<file path="src/rtl/pbt_pkg.sv">
package pbt_pkg;
  localparam int unsigned LANES = 4;

  typedef enum logic [1:0] {
    CYC_IDLE,
    CYC_ACCESS,
    CYC_REFRESH
  } cyc_e;
endpackage

</file>
<file path="src/rtl/pbt_strobe_dec.sv">
module pbt_strobe_dec
  import pbt_pkg::*;
#(
  parameter int unsigned AW = 4
) (
  input  logic          clk_i,
  input  logic          rst_ni,
  input  logic          ras_ni,
  input  logic          cas_ni,
  input  logic          we_ni,
  input  logic [AW-1:0] addr_i,
  output logic          ras_q_o,
  output logic          cas_q_o,
  output logic [AW-1:0] row_o,
  output logic          acc_o,
  output logic          acc_wr_o,
  output logic          test_mode_o
);
  logic ras_q, cas_q, cas_seen_q, test_q;
  logic ras_fall, ras_rise, cas_fall;
  logic [AW-1:0] row_q;
  cyc_e cyc_q;

  assign ras_fall = ras_q & ~ras_ni;
  assign ras_rise = ~ras_q & ras_ni;
  assign cas_fall = cas_q & ~cas_ni & ~ras_ni & ~ras_fall;

  always_ff @(posedge clk_i or negedge rst_ni) begin
    if (!rst_ni) begin
      ras_q      <= 1'b1;
      cas_q      <= 1'b1;
      cas_seen_q <= 1'b0;
      test_q     <= 1'b0;
      row_q      <= '0;
      cyc_q      <= CYC_IDLE;
    end else begin
      ras_q <= ras_ni;
      cas_q <= cas_ni;
      if (ras_fall) begin
        row_q      <= addr_i;
        cas_seen_q <= 1'b0;
        if (!cas_ni) begin
          cyc_q  <= CYC_REFRESH;
          test_q <= ~we_ni;          // entry with WE low, exit with WE high
        end else begin
          cyc_q  <= CYC_ACCESS;
        end
      end else if (ras_rise) begin
        if (cyc_q == CYC_ACCESS && !cas_seen_q) test_q <= 1'b0;  // row-only refresh
        cyc_q <= CYC_IDLE;
      end else if (cas_fall && cyc_q == CYC_ACCESS) begin
        cas_seen_q <= 1'b1;
      end
    end
  end

  assign ras_q_o     = ras_q;
  assign cas_q_o     = cas_q;
  assign row_o       = row_q;
  assign acc_o       = cas_fall && (cyc_q == CYC_ACCESS);
  assign acc_wr_o    = acc_o & ~we_ni;
  assign test_mode_o = test_q;
endmodule

</file>
<file path="src/rtl/pbt_cell_array.sv">
module pbt_cell_array
  import pbt_pkg::*;
#(
  parameter int unsigned AW = 4
) (
  input  logic                  clk_i,
  input  logic                  rst_ni,
  input  logic                  wr_i,
  input  logic                  grp_i,
  input  logic [AW-1:0]         row_i,
  input  logic [AW-1:0]         col_i,
  input  logic                  din_i,
  output logic                  single_o,
  output logic [LANES-1:0]      grp_bits_o,
  output logic [(1<<(2*AW))-1:0] mem_o
);
  localparam int unsigned IW    = 2 * AW;
  localparam int unsigned DEPTH = 1 << IW;

  logic [DEPTH-1:0] mem_q;
  logic [IW-1:0]    single_idx;
  logic [IW-1:0]    lane_idx [LANES];

  assign single_idx = {row_i, col_i};

  for (genvar g = 0; g < LANES; g++) begin : g_lane
    localparam logic [1:0] LSEL = g[1:0];
    assign lane_idx[g]   = {LSEL[1], row_i[AW-2:0], col_i[AW-1:1], LSEL[0]};
    assign grp_bits_o[g] = mem_q[lane_idx[g]];
  end

  always_ff @(posedge clk_i or negedge rst_ni) begin
    if (!rst_ni) begin
      mem_q <= '0;
    end else if (wr_i) begin
      if (grp_i) begin
        for (int k = 0; k < LANES; k++) mem_q[lane_idx[k]] <= din_i;
      end else begin
        mem_q[single_idx] <= din_i;
      end
    end
  end

  assign single_o = mem_q[single_idx];
  assign mem_o    = mem_q;
endmodule

</file>
<file path="src/rtl/pbt_out_stage.sv">
module pbt_out_stage
  import pbt_pkg::*;
(
  input  logic             clk_i,
  input  logic             rst_ni,
  input  logic             acc_i,
  input  logic             acc_wr_i,
  input  logic             test_i,
  input  logic             single_i,
  input  logic [LANES-1:0] grp_bits_i,
  input  logic             cas_ni,
  input  logic             oe_ni,
  output logic             dout_o,
  output logic             dout_en_o
);
  logic rd_valid_q, data_q, oe_q, cmp_pass;

  assign cmp_pass = (&grp_bits_i) | ~(|grp_bits_i);

  always_ff @(posedge clk_i or negedge rst_ni) begin
    if (!rst_ni) begin
      rd_valid_q <= 1'b0;
      data_q     <= 1'b0;
      oe_q       <= 1'b1;
    end else begin
      oe_q <= oe_ni;
      if (acc_i) begin
        rd_valid_q <= ~acc_wr_i;
        if (!acc_wr_i) data_q <= test_i ? cmp_pass : single_i;
      end else if (cas_ni) begin
        rd_valid_q <= 1'b0;
      end
    end
  end

  assign dout_o    = data_q;
  assign dout_en_o = rd_valid_q & ~oe_q;
endmodule

</file>
<file path="src/rtl/pbt_dram_core.sv">
module pbt_dram_core
  import pbt_pkg::*;
#(
  parameter int unsigned AW = 4
) (
  input  logic          clk_i,
  input  logic          rst_ni,
  input  logic          ras_ni,
  input  logic          cas_ni,
  input  logic          we_ni,
  input  logic          oe_ni,
  input  logic [AW-1:0] addr_i,
  input  logic          din_i,
  output logic          dout_o,
  output logic          dout_en_o
);
  localparam int unsigned DEPTH = 1 << (2 * AW);

  logic             ras_q, cas_q, acc, acc_wr, test_mode, single_bit;
  logic [AW-1:0]    row;
  logic [LANES-1:0] grp_bits;
  logic [DEPTH-1:0] mem_bits;

  pbt_strobe_dec #(.AW(AW)) u_dec (
    .clk_i       (clk_i),
    .rst_ni      (rst_ni),
    .ras_ni      (ras_ni),
    .cas_ni      (cas_ni),
    .we_ni       (we_ni),
    .addr_i      (addr_i),
    .ras_q_o     (ras_q),
    .cas_q_o     (cas_q),
    .row_o       (row),
    .acc_o       (acc),
    .acc_wr_o    (acc_wr),
    .test_mode_o (test_mode)
  );

  pbt_cell_array #(.AW(AW)) u_array (
    .clk_i      (clk_i),
    .rst_ni     (rst_ni),
    .wr_i       (acc_wr),
    .grp_i      (test_mode),
    .row_i      (row),
    .col_i      (addr_i),
    .din_i      (din_i),
    .single_o   (single_bit),
    .grp_bits_o (grp_bits),
    .mem_o      (mem_bits)
  );

  pbt_out_stage u_out (
    .clk_i      (clk_i),
    .rst_ni     (rst_ni),
    .acc_i      (acc),
    .acc_wr_i   (acc_wr),
    .test_i     (test_mode),
    .single_i   (single_bit),
    .grp_bits_i (grp_bits),
    .cas_ni     (cas_ni),
    .oe_ni      (oe_ni),
    .dout_o     (dout_o),
    .dout_en_o  (dout_en_o)
  );
endmodule

</file>
<file path="config.mk">
export PLATFORM = sky130hd
export DESIGN_NAME = pbt_dram_core
export DESIGN_NICKNAME = d
export VERILOG_FILES = /design/src/rtl/pbt_pkg.sv /design/src/rtl/pbt_strobe_dec.sv /design/src/rtl/pbt_cell_array.sv /design/src/rtl/pbt_out_stage.sv /design/src/rtl/pbt_dram_core.sv
export SDC_FILE = /design/constraint.sdc
export NUM_CORES = 1
export LEC_CHECK = 0
export BUFFER_PORTS_ARGS = -buffer_cell sky130_fd_sc_hd__buf_2
export CAP_MARGIN = 25
export CORE_ASPECT_RATIO = 0.6
export CORE_MARGIN = 2
export CORE_UTILIZATION = 45
export CTS_CLUSTER_DIAMETER = 150
export DETAILED_ROUTE_END_ITERATION = 8
export PLACE_DENSITY = 0.62
export RECOVER_POWER = 25
export SYNTH_ARGS = -nofsm -noshare
export SYNTH_HDL_FRONTEND = slang
export SYNTH_SLANG_ARGS = --single-unit
</file>
<file path="constraint.sdc">
create_clock -name clk_i -period 4.34 [get_ports clk_i]
set_input_delay 0.868 -clock clk_i [delete_from_list [all_inputs] [get_ports clk_i]]
set_output_delay 0.868 -clock clk_i [all_outputs]
set_load 0.005 [all_outputs]
</file>
# After elaboration in Yosys (flattened, before gate mapping)
# Index checks and enable logic that the tools add are counted.
# W data, S select, Z words.
[classes] n_mul=0 n_div=0 eq_ne=3 n_reduce_logical=17 bitwise=16 magnitude_cmp=10 n_mux=39 shift=0 add_sub_neg=0
[ops] op="$bwmux W256" count=5
[ops] op="$mux W256" count=1
[ops] op="$lt A8 B9 Y1 const B" count=3
[ops] op="$bmux W1 S6" count=4
[ops] op="$demux W1 S6" count=4
[ops] op="$ge A8 B1 Y1 const B" count=3
[ops] op="$mux W1" count=20
[ops] op="$lt A7 B9 Y1 const B" count=2
[ops] op="$ge A7 B1 Y1 const B" count=2
[ops] op="$bmux W1 S8" count=1
[ops] op="$demux W1 S8" count=1
[ops] op="$not A1 Y1" count=8
[ops] op="$reduce_bool A2 Y1" count=4
[ops] op="$and A1 B1 Y1" count=7
[ops] op="$logic_and A1 B1 Y1" count=7
[ops] op="$mux W2" count=3
[ops] op="$reduce_and A2 Y1" count=2
[ops] op="$reduce_and A4 Y1" count=1
[ops] op="$reduce_or A4 Y1" count=1
[ops] op="$reduce_and A3 Y1" count=1
[ops] op="$eq A2 B1 Y1 const B" count=1
[ops] op="$ne A2 B1 Y1 const B" count=1
[ops] op="$ne A2 B2 Y1 const B" count=1
[ops] op="$logic_not A1 Y1" count=1
[ops] op="$or A1 B1 Y1" count=1
[word_totals] register_bits=269 memories=0 mem_bits_rw=0 latchBits=0 in_bits=11 wordCells=95 mem_bits_ro=0

# Logic depth before layout (Yosys ltp)
# Gate-level depths: netlist (run 1).
[depth] ltp_word=9 depth_mapped=12

# Hierarchy
# Synthesis (run 1) repeated with hierarchy kept, for this count alone.
[unflattened] hier_cells=1371 area_unflattened_um2=15620.0
[modules_own_cells] module="pbt_cell_array" n_inst=1 seq_area_each_um2=6406.1 area_each_um2=15055.7 cells_each=1322
[modules_own_cells] module="pbt_strobe_dec" n_inst=1 seq_area_each_um2=252.7 area_each_um2=430.4 cells_each=36
[modules_own_cells] module="pbt_out_stage" n_inst=1 seq_area_each_um2=76.3 area_each_um2=133.9 cells_each=13

# Worst setup path before layout (run 1)
# OpenSTA, ideal clock, no wires.
[synth_timing] path_kind="input port to flip-flop" start="in ras_ni" end="reg u_array.mem_q[136] (netlist: u_array.mem_o[136])" t_required_ns=4.215 arrival_ns=2.821 setup_slack_ns=1.395 path_stages=12 n_path_buf=3 setup_ns=0.125 path_cell_list="inv_1 ha_1 buf_2 inv_2 nand2_1 nor4_2 nor2b_1 buf_2 clkbuf_1 nand2_1 nor2_1 mux2_2"
[synth_between] elab_chain_cells=6 word_cells_on_any_way=7
[synth_lines] element="from (decl)" line_no="pbt_dram_core.sv:8" source="input logic ras_ni,"
[synth_lines] element="$not A1 Y1" line_no="pbt_strobe_dec.sv:24" source="assign ras_fall = ras_q & ~ras_ni;"
[synth_lines] element="$and A1 B1 Y1" line_no="pbt_strobe_dec.sv:24"
[synth_lines] element="net u_dec.ras_fall" line_no="pbt_strobe_dec.sv:20" source="logic ras_fall, ras_rise, cas_fall;"
[synth_lines] element="$not A1 Y1" line_no="pbt_strobe_dec.sv:26" source="assign cas_fall = cas_q & ~cas_ni & ~ras_ni & ~ras_fall;"
[synth_lines] element="$and A1 B1 Y1" line_no="pbt_strobe_dec.sv:26"
[synth_lines] element="$logic_and A1 B1 Y1" line_no="pbt_strobe_dec.sv:60" source="assign acc_o = cas_fall && (cyc_q == CYC_ACCESS);"
[synth_lines] element="$and A1 B1 Y1" line_no="pbt_strobe_dec.sv:61" source="assign acc_wr_o = acc_o & ~we_ni;"
[synth_lines] element="to (signal, indexed assignment)" line_no="pbt_cell_array.sv:39" source="mem_q[single_idx] <= din_i;"
[synth_lines] element="to (decl)" line_no="pbt_cell_array.sv:20" source="logic [DEPTH-1:0] mem_q;"
# The timed path passes the listed nets, and every way through them passes these cells.
# A chain may end at the register's enable or synchronous reset.

# Worst setup path in the final report (run 1)
[layout_timing] start="in ras_ni" end="reg u_array.mem_q[75] (netlist: u_array.mem_o[75])"
# Same word-level chain as after synthesis.

==> results of run 1 <==
## worst max-delay path, delay by kind of cell
| family | cells | cell delay (ns) |
|---|---|---|
| AO/OA/AOI/OAI | 2 | 0.67 |
| adder cells (fa/ha/maj) | 1 | 0.38 |
| buffers and inverters | 4 | 0.74 |
| multiplexers | 1 | 0.31 |
| AND/OR/NAND/NOR | 3 | 0.60 |
## area by class of cell
cell class                 count  area [um2]  area share, %
clock buffer                  37         773           3.98
clock inverter                12         203           1.04
inverter                       6        22.5          0.116
multi-input combinational   1304       10300           53.1
sequential                   269        6740           34.7
tap                          522         653           3.36
timing repair buffer          86         728           3.75
## routing by layer
layer	global-route usage (%)	up-vias
met1	43.6	7249
met3	11.5	107
li1	-	6239
met5	0	-
met4	5.19	0
met2	36.5	879
## cells by family (layout without fill, tap and decap cells)
group	Yosys count	in the layout	share of synthesized area, %
buf+inv	169	141	4.59
mux	424	424	34.2
simple gates	492	492	11.5
flops	269	269	37.7
compound gates	386	386	11.9
fa+ha+maj	2	2	0.140
## cell usage in the layout (no fill, tap or decap), types with 6 or more instances in the layout
master / synthesis / routed
nor2_1: 306 / 306
mux2_2: 265 / 265
dfrtp_1: 266 / 265
o21ai_0: 202 / 202
a21oi_1: 116 / 116
nand2_1: 100 / 100
mux4_2: 99 / 99
buf_4: 19 / 70
mux2i_1: 42 / 42
clkbuf_16: 0 / 27
mux4_1: 18 / 18
nor2b_1: 16 / 16
nand3_1: 12 / 12
nand2b_1: 12 / 11
a21boi_0: 10 / 10
nor3_1: 10 / 10
or3_1: 9 / 9
a22oi_1: 8 / 8
and2_1: 7 / 7
o21ai_1: 7 / 7
o221ai_1: 7 / 7
a31oi_1: 6 / 6
clkbuf_8: 0 / 6
clkbuf_1: 99 / 6
buf_12: 2 / 6
## stage by stage
stage	utilization, %	instances
detailed placement	47.2	2186
global route	49.7	2236
floorplan	-	1742
finish	49.7	2236
global placement	47.2	2186
CTS	49.7	2235
## how the worst min path moves through the flow
stage / endpoint / slack [ns] / cells after the start
floorplan: u_dec.cyc_q[1] / 0.44 / 2
global placement: u_dec.cyc_q[1] / 0.46 / 2
detailed placement: u_dec.cyc_q[1] / 0.47 / 2
CTS: u_array.mem_o[159] / 0.40 / 1
global route: u_out.oe_q / 0.40 / 1
finish: u_out.oe_q / 0.41 / 1
## power breakdown
part / total [uW] / leakage, uW / internal (uW) / switching, uW
Clock: 2640 / 0.000465 / 1550 / 1090
Sequential: 2840 / 0.00371 / 2660 / 180
Combinational: 1350 / 0.00396 / 490 / 862
## sequential cells by signal, indices dropped and copies added, names as in the netlist
signal             cells
u_out.oe_q             1
u_dec.row_o            4
u_out.rd_valid_q       1
u_dec.cyc_q            2
u_dec.test_mode_o      1
u_out.dout_o           1
u_dec.cas_seen_q       1
u_dec.cas_q_o          1
u_dec.ras_q_o          1
u_array.mem_o        256
==> reports/qor.txt, run 1 <==
=========================================================================================
Effective utilization at floorplan                                                  45.7%
Max VDD drop                                                                   0.000288 V
Final period util                                                                   73.0%
Top layer reached by signal wires                                                    met4
Pre-CTS worst setup slack                                                        0.601 ns
Global-route wire length before repair                                           87800 um
Proportion of register bits with asynchronous set or reset after synthesis           100%
Stage delay of the slowest cell on the critical path                              0.46 ns
Synth Register Bits                                                                   269
Clock-pin slew on the worst setup and hold paths                                  0.07 ns
Core Region                                                                    0.0391 mm2
Post-Route Skew                                                                 0.0240 ns
Detailed-router iteration count before antenna repair                                   8
Crit Reg-Reg Startpoint                                                      u_dec.row_o[1]
Worst path slowest cell                                                           a21oi_1
Detailed-route DRC error count                                                          0
Total standard cell area after synthesis                                       0.0179 mm2
Worst setup path category                                                       in -> reg
Sequential share of the synthesized area                                            37.7%
Post-placement cell area                                                       0.0184 mm2
GR Overflow Total                                                                       0
Drt first-iter violations                                                            1897
Type of element capturing the critical path                                      register
Avg Synthesized Cell Area                                                        10.3 um2
Worst R2R Setup Slack                                                             1.30 ns
Worst setup path end                                                         u_array.mem_o[75]
Total count of hold-check failures in the final report                                  0
Buffers on Ports                                                                       12
Class of the tightest hold or removal check                                     in -> reg
Total global routing track utilization                                              28.2%
Tightest Pin Transition                                                           2.85 ns
Unrepaired setup endpoints after global routing                                        no
Detailed Place HPWL                                                              39900 um
Post-synth net total                                                                 1755
Post-Route Hold Slack                                                            0.409 ns
Most frequent cell after synthesis                                                 nor2_1
Vias in the first global route                                                      13700
Data arrival time of the worst path                                               3.63 ns
Crit path launch                                                                   ras_ni
Static leakage                                                                 0.00814 uW
FF-to-FF End                                                                 u_array.mem_o[168]
Via/cell ratio                                                                       6.47
TritonCTS clock tree                                                                  yes
Level count of the clock H-tree                                                         1
Upper clock frequency limit                                                     0.316 GHz
Slack of the critical path                                                        1.17 ns
Final ANT Viol Nets                                                                     0
Number of top-level design ports                                                       13
Antenna violations before repair                                                        0
Pin count of the biggest net entering global routing                                  132
Average detailed-routed wire length per instance                                  26.0 um
Violations in the final reports                                              capacitance limit, slew limit
Detail Route met2 WL                                                             22500 um
Fraction of layout instances using a drive strength above 1                         29.5%
Gp weighted congestion                                                              0.922
Gate count of the mapped netlist                                                     1742
Reported max-cap violation count                                                        1
Final std cell area, no fill                                                   0.0194 mm2
Number of buffers inserted during clock tree synthesis                                 27
Number of gates resized after CTS                                                       0
Count of filler cells inserted in the layout                                         3495
Cell type with the largest total area after synthesis                             dfrtp_1
Min-delay src                                                                       oe_ni
Setup Viol. Count Final                                                                 0
Full die area                                                                  0.0414 mm2
Clock period minus worst slack                                                    3.17 ns
Die Y-Extent                                                                       158 um
Antenna Diode Count                                                                     0
Cells taking the most area after synthesis                                   dfrtp_1 37%, mux2_2 17%, mux4_2 12%
Power per cell area                                                            352 mW/mm2
Die X-Extent                                                                       261 um
Final nets                                                                           1707
Overall routed net length                                                        58100 um
Synth Warn #                                                                            0
Worst reg2reg path depth                                                                6
Most instantiated cells after synthesis                                      306 x nor2_1, 266 x dfrtp_1, 265 x mux2_2
Met1 wire length                                                                 26000 um
Crit path required time                                                           4.80 ns
Synth cell types                                                                       54
# clock sinks                                                                         269
Cell breakdown of the critical path                                          clkbuf_1, inv_1, ha_1, inv_2, nand2_1, nor4_2, nand2b_2, buf_4, a21oi_1, o21ai_0, mux2_2
Launching element type of the critical path                                    input port
Maximum net fanout on the critical path                                                46
Number of synthesized flops with an enable pin                                          0
Later-pin clock latency in the skew report                                        0.57 ns
Total count of max-transition violations in the final report                          100
Tot Pwr                                                                           6830 uW
Layout Area Growth over Synthesis                                                   8.77%
CTS root buffer                                                                 clkbuf_16
TNS Setup                                                                            0 ns
Row Count                                                                              56
Number of buffers inserted for hold repair after clock tree synthesis                   0
Relative slew margins                                                              -89.8%
Number of buffers on the longest clock path                                             3
Met3 WL                                                                           8360 um
Setup repair bufs after CTS                                                             0
Main synth FF type                                                                dfrtp_1
Vias                                                                                14500
Fraction of post-synthesis cell area in the top cell type by area                   37.3%
Run status                                                                   finished with violations
=========================================================================================
Note: power is estimated with default switching activity, not from simulation.
==> run 2, diff against run 1 <==
--- a/config.mk
+++ b/config.mk
@@ -12,7 +12,7 @@
 export CORE_UTILIZATION = 45
 export CTS_CLUSTER_DIAMETER = 150
 export DETAILED_ROUTE_END_ITERATION = 8
-export PLACE_DENSITY = 0.62
+export PLACE_DENSITY = 0.64
 export RECOVER_POWER = 25
 export SYNTH_ARGS = -nofsm -noshare
 export SYNTH_HDL_FRONTEND = slang
==> constraint.sdc (replaced) <==
create_clock -name clk_i -period 2.75 [get_ports clk_i]
set_input_delay 0.55 -clock clk_i [delete_from_list [all_inputs] [get_ports clk_i]]
set_output_delay 0.55 -clock clk_i [all_outputs]
set_load 0.005 [all_outputs]
==> reports/qor.txt, run 2 (synthesized netlist as in run 1, its figures left out) <==
============================================================================
Full die area                                                     0.0414 mm2   unchanged
Number of buffers inserted during clock tree synthesis                    26   was 27
Later-pin clock latency in the skew report                           0.58 ns   was 0.57 ns
Pre-CTS worst setup slack                                          -0.175 ns   was 0.601 ns
Buffers on Ports                                                          12   unchanged
Reported max-cap violation count                                           0   was 1
Post-Route Skew                                                    0.0171 ns   was 0.0240 ns
Unrepaired setup endpoints after global routing                           no   unchanged
Most common library cell in the layout ignoring fill and taps         nor2_1   unchanged
Final nets                                                              1824   was 1707
Type of element capturing the critical path                         register   unchanged
Average detailed-routed wire length per instance                     25.9 um   was 26.0 um
Static leakage                                                    0.00877 uW   was 0.00814 uW
Vias in the first global route                                         14400   was 13700
TritonCTS clock tree                                                     yes   unchanged
Most frequent cells in the layout                               305 x nor2_1, 265 x mux2_2, 265 x dfrtp_1   was 306 x nor2_1, 265 x mux2_2, 265 x dfrtp_1
Drt first-iter violations                                               2216   was 1897
Total global routing track utilization                                 29.7%   was 28.2%
Setup repair bufs after CTS                                                0   unchanged
Overall routed net length                                           60800 um   was 58100 um
Fraction of layout instances using a drive strength above 1            34.1%   was 29.5%
Count of filler cells inserted in the layout                            3418   was 3495
Launching element type of the critical path                         register   was input port
Die X-Extent                                                          261 um   unchanged
Worst setup path category                                         reg -> reg   was in -> reg
Upper clock frequency limit                                        0.391 GHz
Global-route wire length before repair                              91700 um   was 87800 um
Effective utilization at floorplan                                     45.7%   unchanged
Class of the tightest hold or removal check                        in -> reg   unchanged
Crit path required time                                              3.20 ns   was 4.80 ns
Tightest Pin Transition                                              1.21 ns   was 2.85 ns
Relative slew margins                                                  19.4%   was -89.8%
Core Region                                                       0.0391 mm2   unchanged
Post-Route Hold Slack                                              0.0782 ns   was 0.409 ns
Detailed-router iteration count before antenna repair                      7   was 8
Layout Area Growth over Synthesis                                      14.5%   was 8.77%
Row Count                                                                 56   unchanged
Slack of the critical path                                          0.192 ns   was 1.17 ns
Detailed Place HPWL                                                 44200 um   was 39900 um
Antenna violations before repair                                           1   was 0
Number of flip-flops in the largest register                             256   unchanged
Max VDD drop                                                      0.000349 V   was 0.000288 V
Via/cell ratio                                                          6.38   was 6.47
Level count of the clock H-tree                                            1   unchanged
GR Overflow Total                                                          0   unchanged
# clock sinks                                                            269   unchanged
Data arrival time of the worst path                                  3.01 ns   was 3.63 ns
Setup Viol. Count Final                                                    0   unchanged
Die Y-Extent                                                          158 um   unchanged
Antenna Diode Count                                                        0   unchanged
Maximum net fanout on the critical path                                   14   was 46
Detailed-route DRC error count                                             0   unchanged
Power per cell area                                               525 mW/mm2   was 352 mW/mm2
Number of top-level design ports                                          13   unchanged
Final ANT Viol Nets                                                        0   unchanged
Clock-pin slew on the worst setup and hold paths                     0.07 ns   about the same
Number of buffers on the longest clock path                                3   unchanged
Worst reg2reg path depth                                                   5   was 6
Vias                                                                   15000   was 14500
Gp weighted congestion                                                  1.01   was 0.922
Hold Path Stages                                                           1   unchanged
Run status                                                      complete, no violations   was finished with violations
Pin count of the biggest net entering global routing                      74   was 132
Clock period minus worst slack                                       2.56 ns
Final period util                                                      93.0%
Total count of hold-check failures in the final report                     0   unchanged
CTS root buffer                                                    clkbuf_16   unchanged
Total count of max-transition violations in the final report               0   was 100
============================================================================
run 2: cell count changes in the layout (fill, tap and decap cells not counted), sizes merged:
| cell | previous run | this run |
|---|---|---|
| inv | 8 | 6 |
| clkinv | 1 | 7 |
| clkbuf | 40 | 41 |
| clkinvlp | 4 | 2 |
| bufinv | 5 | 2 |
| buf | 83 | 197 |
| dlygate4sd3 | 0 | 1 |
run 2: path summary, 6_finish.rpt:
| check | to | slack [ns] | from |
|---|---|---|---|
| max | u_array.mem_o[98] | 0.19 | u_dec.row_o[3] |
| min | u_out.oe_q | 0.08 | oe_ni |
| max reg2reg | u_array.mem_o[98] | 0.19 | u_dec.row_o[3] |
| min reg2reg | u_dec.cyc_q[1] | 0.48 | u_dec.cyc_q[1] |
| max in group asynchronous | u_array.mem_o[171] | 0.50 | rst_ni |
| min in group asynchronous | u_array.mem_o[154] | 0.77 | rst_ni |
run 2: metrics by stage:
stage                     power [uW]  area (um2)  util [%]  cells  setup TNS (ns)
after global placement          6840       19600      50.1   2304           -2.46
final                          10700       20500      52.3   2351               0
after detailed placement        6880       19600      50.1   2304           -3.06
after CTS                      10700       20500      52.4   2351               0
after floorplan                 5920       17900         -   1742               0
after global routing           11100       20500      52.3   2351               0
run 2: cell type report:
class | count | area, um2 | area share, %
clock buffers | 35 | 766 | 3.74
clock inverters | 11 | 110 | 0.538
inverters | 6 | 22.5 | 0.110
multi-input cells | 1304 | 10300 | 50.5
flip-flops and latches | 269 | 6740 | 33.0
well taps | 522 | 653 | 3.19
repair buffers | 204 | 1840 | 9.00
run 2: metal layers:
layer	wire length, um	global-route usage (%)	up-vias
met5	0	0	-
met4	927	4.63	0
met3	9050	13.5	86
met2	23400	38.3	825
met1	27500	45.2	7620
li1	-	-	6479
run 2: critical path, stage by stage, from the launching register on:
cell	delay, ns
dfrtp_1	0.93
buf_4	0.27
or3_1	0.50
nor2_1	0.11
o21ai_0	0.25
mux2_2	0.36
run 2: power breakdown:
| part | internal, uW | switching [uW] | leakage (uW) |
|---|---|---|---|
| combinational | 974 | 1410 | 0.00462 |
| clock | 2130 | 1700 | 0.000434 |
| sequential | 4200 | 325 | 0.00371 |
run 2: what timing repair did:
action,CTS,global route
setup endpoints to repair,0,14
gates resized for setup,0,2
hold buffers,1,0
endpoints found under the hold margin,39,0
